==> config.mk <==
export PLATFORM = sky130hd
export DESIGN_NAME = pll_ratio_calc
export DESIGN_NICKNAME = d
export VERILOG_FILES = /design/src/rtl/pll_calc_pkg.sv /design/src/rtl/pll_post_sel.sv /design/src/rtl/pll_div_restoring.sv /design/src/rtl/pll_rate_eval.sv /design/src/rtl/pll_ratio_calc.sv
export SDC_FILE = /design/constraint.sdc
export NUM_CORES = 2
export LEC_CHECK = 0
export ABC_AREA = 1
export ABC_CLOCK_PERIOD_IN_PS = 7900
export BUFFER_PORTS_ARGS = -buffer_cell sky130_fd_sc_hd__clkbuf_2
export CORE_ASPECT_RATIO = 0.9
export CORE_MARGIN = 2
export CORE_UTILIZATION = 64
export DETAILED_ROUTE_END_ITERATION = 8
export PLACE_DENSITY = 0.81
export SYNTH_ARGS = -nofsm -noshare
export SYNTH_HDL_FRONTEND = slang
export SYNTH_SLANG_ARGS = --single-unit
==> constraint.sdc <==
create_clock -name clk -period 7.9 [get_ports clk]
set_input_delay 0.395 -clock clk [delete_from_list [all_inputs] [get_ports clk]]
set_output_delay 0.395 -clock clk [all_outputs]
set_load 0.1 [all_outputs]
==> src/rtl/pll_calc_pkg.sv <==
`timescale 1ns/1ps
package pll_calc_pkg;

  typedef enum logic [2:0] {
    ST_IDLE,
    ST_KICK,
    ST_DIV,
    ST_EVAL,
    ST_FAIL
  } calc_state_e;

  typedef enum logic {
    MODE_CALC = 1'b0,
    MODE_READ = 1'b1
  } calc_mode_e;

endpackage

==> src/rtl/pll_post_sel.sv <==
`timescale 1ns/1ps
// Clamps the wanted rate and picks the smallest post-divider exponent that
// lifts the VCO to its minimum.
module pll_post_sel #(
  parameter int              RATE_W     = 32,
  parameter int              DP_W       = 41,
  parameter int              Q_W        = 3,
  parameter int              Q_MIN      = 1,
  parameter int              Q_MAX      = 6,
  parameter longint unsigned VCO_MIN_HZ = 64'd2133000000
) (
  input  logic [RATE_W-1:0] req_i,
  output logic [RATE_W-1:0] clamped_o,
  output logic [Q_W-1:0]    q_o
);

  localparam logic [RATE_W-1:0] RATE_LO = RATE_W'(VCO_MIN_HZ >> Q_MAX);
  localparam logic [RATE_W-1:0] RATE_HI = RATE_W'(VCO_MIN_HZ);
  localparam logic [DP_W-1:0]   VCO_V   = DP_W'(VCO_MIN_HZ);

  logic [DP_W-1:0]        wide;
  logic [Q_MAX:Q_MIN]     reach;

  always_comb begin
    if (req_i < RATE_LO)      clamped_o = RATE_LO;
    else if (req_i > RATE_HI) clamped_o = RATE_HI;
    else                      clamped_o = req_i;
  end

  assign wide = DP_W'(clamped_o);

  for (genvar k = Q_MIN; k <= Q_MAX; k++) begin : g_cand
    assign reach[k] = (wide << k) >= VCO_V;
  end

  always_comb begin
    q_o = Q_W'(Q_MAX);
    for (int k = Q_MAX; k >= Q_MIN; k--) begin
      if (reach[k]) q_o = Q_W'(k);
    end
  end

endmodule

==> src/rtl/pll_div_restoring.sv <==
`timescale 1ns/1ps
// Restoring shift-subtract divider, one quotient bit per cycle.
module pll_div_restoring #(
  parameter int W = 41
) (
  input  logic         clk,
  input  logic         rst,
  input  logic         go_i,
  input  logic [W-1:0] dividend_i,
  input  logic [W-1:0] divisor_i,
  output logic         busy_o,
  output logic         done_o,
  output logic [W-1:0] quot_o
);

  localparam int CNT_W = $clog2(W + 1);

  logic [W-1:0]     dvd_q;
  logic [W-1:0]     rem_q;
  logic [W-1:0]     dsr_q;
  logic [CNT_W-1:0] cnt_q;
  logic [W:0]       trial;
  logic             fits;

  assign trial = {rem_q, dvd_q[W-1]};
  assign fits  = trial >= {1'b0, dsr_q};

  always_ff @(posedge clk) begin
    if (rst) begin
      dvd_q  <= '0;
      rem_q  <= '0;
      dsr_q  <= '0;
      cnt_q  <= '0;
      busy_o <= 1'b0;
      done_o <= 1'b0;
    end else begin
      done_o <= 1'b0;
      if (go_i && !busy_o) begin
        dvd_q  <= dividend_i;
        dsr_q  <= divisor_i;
        rem_q  <= '0;
        cnt_q  <= CNT_W'(W);
        busy_o <= 1'b1;
      end else if (busy_o) begin
        if (fits) begin
          rem_q <= W'(trial - {1'b0, dsr_q});
          dvd_q <= {dvd_q[W-2:0], 1'b1};
        end else begin
          rem_q <= trial[W-1:0];
          dvd_q <= {dvd_q[W-2:0], 1'b0};
        end
        cnt_q <= cnt_q - 1'b1;
        if (cnt_q == CNT_W'(1)) begin
          busy_o <= 1'b0;
          done_o <= 1'b1;
        end
      end
    end
  end

  assign quot_o = dvd_q;


  rem_bound_chk: assert property (@(posedge clk) disable iff (rst)
    busy_o |-> (rem_q < dsr_q));


  div_pulse_chk: assert property (@(posedge clk) disable iff (rst)
    done_o |=> !done_o);

endmodule

==> src/rtl/pll_rate_eval.sv <==
`timescale 1ns/1ps
// Output rate from reference, feedback code and post-divider exponent.
module pll_rate_eval #(
  parameter int RATE_W = 32,
  parameter int F_W    = 8,
  parameter int Q_W    = 3,
  parameter int DP_W   = 41
) (
  input  logic [RATE_W-1:0] ref_i,
  input  logic [F_W-1:0]    fb_i,
  input  logic [Q_W-1:0]    q_i,
  output logic [DP_W-1:0]   rate_o
);

  logic [F_W:0]    mult;
  logic [DP_W-1:0] prod;

  assign mult   = (F_W+1)'(fb_i) + 1'b1;
  assign prod   = DP_W'(ref_i) * DP_W'(mult);
  assign rate_o = prod >> q_i;

endmodule

==> src/rtl/pll_ratio_calc.sv <==
`timescale 1ns/1ps
module pll_ratio_calc #(
  parameter int              RATE_W     = 32,
  parameter int              F_W        = 8,
  parameter int              Q_W        = 3,
  parameter int              Q_MIN      = 1,
  parameter int              Q_MAX      = 6,
  parameter longint unsigned VCO_MIN_HZ = 64'd2133000000,
  parameter int              DP_W       = RATE_W + F_W + 1
) (
  input  logic              clk,
  input  logic              rst,
  input  logic              start,
  input  logic              mode_rb,
  input  logic [RATE_W-1:0] req_rate,
  input  logic [RATE_W-1:0] ref_rate,
  input  logic [F_W-1:0]    rb_fb,
  input  logic [Q_W-1:0]    rb_post,
  input  logic              rb_bypass,
  output logic              busy,
  output logic              done,
  output logic              err,
  output logic [Q_W-1:0]    post_q,
  output logic [F_W-1:0]    fb_f,
  output logic [DP_W-1:0]   rate_out
);
  import pll_calc_pkg::*;

  localparam logic [DP_W-1:0] F_MAX = DP_W'((1 << F_W) - 1);

  calc_state_e       state_q;
  calc_mode_e        mode_q;
  logic [RATE_W-1:0] ref_q;
  logic [Q_W-1:0]    q_q;
  logic [F_W-1:0]    f_q;
  logic [DP_W-1:0]   num_q;
  logic              byp_q;

  logic [RATE_W-1:0] sel_rate;
  logic [Q_W-1:0]    sel_q;
  logic [DP_W-1:0]   vco;
  logic [DP_W-1:0]   num_next;
  logic              div_go;
  logic              div_busy;
  logic              div_done;
  logic [DP_W-1:0]   div_quot;
  logic [DP_W-1:0]   quot_m1;
  logic [F_W-1:0]    f_sat;
  logic [DP_W-1:0]   eval_rate;

  pll_post_sel #(
    .RATE_W(RATE_W), .DP_W(DP_W), .Q_W(Q_W),
    .Q_MIN(Q_MIN), .Q_MAX(Q_MAX), .VCO_MIN_HZ(VCO_MIN_HZ)
  ) u_sel (
    .req_i    (req_rate),
    .clamped_o(sel_rate),
    .q_o      (sel_q)
  );

  assign vco      = DP_W'(sel_rate) << sel_q;
  assign num_next = vco + DP_W'(ref_rate >> 1);
  assign div_go   = (state_q == ST_KICK);

  pll_div_restoring #(.W(DP_W)) u_div (
    .clk       (clk),
    .rst       (rst),
    .go_i      (div_go),
    .dividend_i(num_q),
    .divisor_i (DP_W'(ref_q)),
    .busy_o    (div_busy),
    .done_o    (div_done),
    .quot_o    (div_quot)
  );

  // Rounded quotient minus one, held inside the feedback field.
  always_comb begin
    quot_m1 = div_quot - 1'b1;
    if (div_quot == '0)        f_sat = '0;
    else if (quot_m1 > F_MAX)  f_sat = '1;
    else                       f_sat = quot_m1[F_W-1:0];
  end

  pll_rate_eval #(
    .RATE_W(RATE_W), .F_W(F_W), .Q_W(Q_W), .DP_W(DP_W)
  ) u_eval (
    .ref_i (ref_q),
    .fb_i  (f_q),
    .q_i   (q_q),
    .rate_o(eval_rate)
  );

  always_ff @(posedge clk) begin
    if (rst) begin
      state_q  <= ST_IDLE;
      mode_q   <= MODE_CALC;
      ref_q    <= '0;
      q_q      <= '0;
      f_q      <= '0;
      num_q    <= '0;
      byp_q    <= 1'b0;
      done     <= 1'b0;
      err      <= 1'b0;
      post_q   <= '0;
      fb_f     <= '0;
      rate_out <= '0;
    end else begin
      done <= 1'b0;
      unique case (state_q)
        ST_IDLE: begin
          if (start) begin
            ref_q  <= ref_rate;
            mode_q <= calc_mode_e'(mode_rb);
            if (mode_rb) begin
              f_q     <= rb_fb;
              q_q     <= rb_post;
              byp_q   <= rb_bypass;
              state_q <= ST_EVAL;
            end else begin
              q_q     <= sel_q;
              num_q   <= num_next;
              byp_q   <= 1'b0;
              state_q <= (ref_rate == '0) ? ST_FAIL : ST_KICK;
            end
          end
        end
        ST_KICK: state_q <= ST_DIV;
        ST_DIV: begin
          if (div_done) begin
            f_q     <= f_sat;
            state_q <= ST_EVAL;
          end
        end
        ST_EVAL: begin
          rate_out <= byp_q ? DP_W'(ref_q) : eval_rate;
          post_q   <= q_q;
          fb_f     <= f_q;
          err      <= 1'b0;
          done     <= 1'b1;
          state_q  <= ST_IDLE;
        end
        ST_FAIL: begin
          rate_out <= '0;
          post_q   <= '0;
          fb_f     <= '0;
          err      <= 1'b1;
          done     <= 1'b1;
          state_q  <= ST_IDLE;
        end
        default: state_q <= ST_IDLE;
      endcase
    end
  end

  assign busy = (state_q != ST_IDLE);


  q_range_chk: assert property (@(posedge clk) disable iff (rst)
    (done && !err && mode_q == MODE_CALC) |->
      (post_q >= Q_W'(Q_MIN) && post_q <= Q_W'(Q_MAX)));


  done_idle_chk: assert property (@(posedge clk) disable iff (rst)
    done |-> !busy);


  done_pulse_chk: assert property (@(posedge clk) disable iff (rst)
    done |=> !done);


  busy_rise_chk: assert property (@(posedge clk) disable iff (rst)
    $rose(busy) |-> $past(start));


  err_zero_chk: assert property (@(posedge clk) disable iff (rst)
    err |-> (rate_out == '0 && fb_f == '0 && post_q == '0));


  bypass_pass_chk: assert property (@(posedge clk) disable iff (rst)
    (done && mode_q == MODE_READ && byp_q) |-> (rate_out == DP_W'(ref_q)));


  div_owner_chk: assert property (@(posedge clk) disable iff (rst)
    div_busy |-> (state_q == ST_DIV));

endmodule

==> flow_metrics.env <==
export IMPL_netlist_area_leader_share=0.196
export IMPL_grtUsageTotal=0.370
export IMPL_clkLatencyLatePin_ps=600
export IMPL_grt_pass1_vias=24604
export IMPL_synth_area_leader_cell="dfxtp_1"
export IMPL_final_util=0.687
export IMPL_rsz0062_at_grt="false"
export IMPL_post_cts_resized=0
export IMPL_synthesis_instances=4004
export IMPL_cts_sinks=263
export IMPL_post_place_ws_ps=1120
export IMPL_leakage_uw=0.0142
export IMPL_cp_max_fo=25
export IMPL_avgSynthCellArea_sq_um=6.72
export IMPL_drive_gt1_frac=0.0696
export IMPL_io_buffers=134
export IMPL_crit_required_ps=8340
export IMPL_postCtsSetupBuffers=0
export IMPL_critPathBufInv=6
export IMPL_period_needed_ps=7040
export IMPL_critical_path_max_stage_delay_ps=530
export IMPL_cts_buffers=29
export IMPL_ys_seq_area_frac=0.196
export IMPL_initial_core_util=0.646
export IMPL_root_buffer="clkbuf_16"
export IMPL_path_clk_slew_ps=70
export IMPL_worst_clock_skew_ps=20.9
export IMPL_syn_to_final_growth_pct=6.46
export IMPL_overflow=0
export IMPL_setup_ws_ps=864
export IMPL_wl_met2_microns=34600
export IMPL_relSlewSlack=0.192
export IMPL_synth_seq_cells=263
export IMPL_hold_class="input pin to flop"
export IMPL_ios=135
export IMPL_ant_nets=0
export IMPL_startpoint_type="flop"
export IMPL_cp_num_cells=33
export IMPL_topRoutingLayerUsed="met5"
export IMPL_status="finished, final reports clean"
export IMPL_arrival_ps=7470
export IMPL_die_y_microns=199
export IMPL_min_period_over_period=0.891
export IMPL_ir_worst_vdd_uv=595
export IMPL_fmax_mhz=142
export IMPL_core_area_sq_um=41700
export IMPL_cts_tree="yes"
export IMPL_synth_nets=4426
export IMPL_critPathSlowestCell="fa_1"
export IMPL_post_drt_wl_per_cell_microns=17.7
export IMPL_vias=26761
export IMPL_powerDensity_nw_per_um2=375
export IMPL_syn_area_sq_um=26900
export IMPL_route_detailed_drc=0
export IMPL_cts_htree_levels=1
export IMPL_grt_antenna_before_repair=2
export IMPL_r2r_slack_ps=860
export IMPL_synth_commonest_cells="nand2_1, inv_1, nor2_1"
export IMPL_grt_pass1_wl_microns=128000
export IMPL_cp_end_kind="flop"
export IMPL_report_final_setup_viol=0
export IMPL_num_fill_cells=3799
export IMPL_hold_ws_ps=125
export IMPL_drtPass1Iterations=6
export IMPL_drv_slew=0
export IMPL_crit_start="f_q[0]"
export IMPL_drt_total_wl_microns=81000
export IMPL_hold_buffers=0
export IMPL_timing_rr_start="f_q[0]"
export IMPL_crit_family="adder cells"
export IMPL_r2r_end="rate_out[31]"
export IMPL_finalHoldViolations=0
export IMPL_synth_most_common_cell="nand2_1"
export IMPL_yosysWarnings=0
export IMPL_viasPerCell=5.85
export IMPL_design_die_area_sq_um=43700
export IMPL_p_total_uw=10700
export IMPL_first_iter_violations=2461
export IMPL_synth_edf_count=0
export IMPL_m1WireLength_microns=34600
export IMPL_ys_types=65
export IMPL_cts_buffer_depth=3
export IMPL_grt_max_degree=127
export IMPL_yosys_top_cells_area="dfxtp_1, fa_1, nand2_1"
export IMPL_dp_hpwl_microns=63700
export IMPL_die_x_microns=220
export IMPL_wl_met3_microns=8130
export IMPL_nets=4425
export IMPL_maxCapViolCount=0
export IMPL_worst_pin_slew_ps=1210
export IMPL_std_cell_rows=71
export IMPL_synth_async_sr_flop_share=0
export IMPL_gp_congestion=0.957
export IMPL_crit_end="rate_out[31]"
export IMPL_crit_type="flop to flop"
export IMPL_setup_tns_ps=0
export IMPL_r2r_worst_path_cells=33
export IMPL_synth_top_flop_cell="dfxtp_1"
==> worst min path at each step <==
stage,start,to,slack [ps],depth (start not counted)
after global routing,rb_bypass,byp_q,120,3
after CTS,rb_bypass,byp_q,120,3
after detailed placement,num_q[35],num_q[35],430,2
after floorplan,num_q[33],num_q[33],420,2
after global placement,num_q[37],num_q[37],430,2
final,rb_bypass,byp_q,120,3
==> area by class of cell <==
| type | instances | area [sq um] | share of cell area |
|---|---|---|---|
| Inverter | 577 | 2170 | 0.0757 |
| Clock buffer | 36 | 782 | 0.0273 |
| Clock inverter | 16 | 170 | 0.00594 |
| Multi-Input combinational cell | 2970 | 18700 | 0.652 |
| Antenna cell | 1 | 2.50 | 0.0000874 |
| Sequential cell | 263 | 5270 | 0.184 |
| Timing Repair Buffer | 162 | 883 | 0.0308 |
| Tap cell | 547 | 684 | 0.0239 |
==> kinds of logic after synthesis <==
| logic type | after synthesis | share of synthesized area |
|---|---|---|
| buffers and inverters | 771 | 0.110 |
| flip-flops | 263 | 0.196 |
| XOR/XNOR | 111 | 0.0361 |
| other | 1 | 0.000139 |
| AO/OA/AOI/OAI | 875 | 0.181 |
| AND/OR/NAND/NOR | 1629 | 0.254 |
| adder cells (fa/ha/maj) | 342 | 0.218 |
| multiplexers | 12 | 0.00446 |
==> routing by layer <==
layer,vias up,track usage
met5,-,0
met4,4,0.144
met3,199,0.0908
met2,1215,0.561
met1,12357,0.507
li1,12986,-
==> state kept, by name (all words and copies together) (netlist names) <==
name,flops
rate_out,41
fb_f,8
u_div.done_o,1
f_q,8
u_div.quot_o,41
state_q,3
u_div.busy_o,1
num_q,40
q_q,3
u_div.dsr_q,32
byp_q,1
done,1
ref_q,32
u_div.cnt_q,6
u_div.rem_q,41
err,1
post_q,3
==> worst min-delay path, stage by stage <==
cell and delay, ps:
clkbuf_2 80, a21oi_1 130, a211oi_1 50
==> layout by cell type (no fill, tap or decap), types with 9 or more instances in the layout <==
cell type,Yosys,layout
nand2_1,840,840
inv_1,557,557
nor2_1,381,378
a21oi_1,360,360
o21ai_0,292,292
dfxtp_1,263,263
nand3_1,232,232
fa_1,213,213
clkbuf_2,0,133
ha_1,129,129
xor2_1,79,79
o211ai_1,51,51
nor3_1,48,48
o21ai_1,41,41
nand4_1,36,36
o221ai_1,33,33
xnor2_1,32,32
clkbuf_16,0,29
buf_4,3,29
nor4_1,28,28
a31oi_1,26,26
or2_2,22,22
inv_2,12,12
mux2i_1,12,12
or2_1,11,11
o22ai_1,10,10
a21o_1,9,9
==> power breakdown <==
part	internal (uW)	switching [uW]	total, uW
Combinational	2530	4950	7480
Clock	775	600	1370
Sequential	1590	302	1890
Total	4890	5850	10700
==> per-stage QoR <==
step / instance area (sq um) / instances
after floorplan: 26900 / 4004
after global placement: 27700 / 4519
after detailed placement: 27700 / 4519
after CTS: 28600 / 4571
after global routing: 28600 / 4571
final: 28600 / 4572
Power figures use the tool's default switching activity.
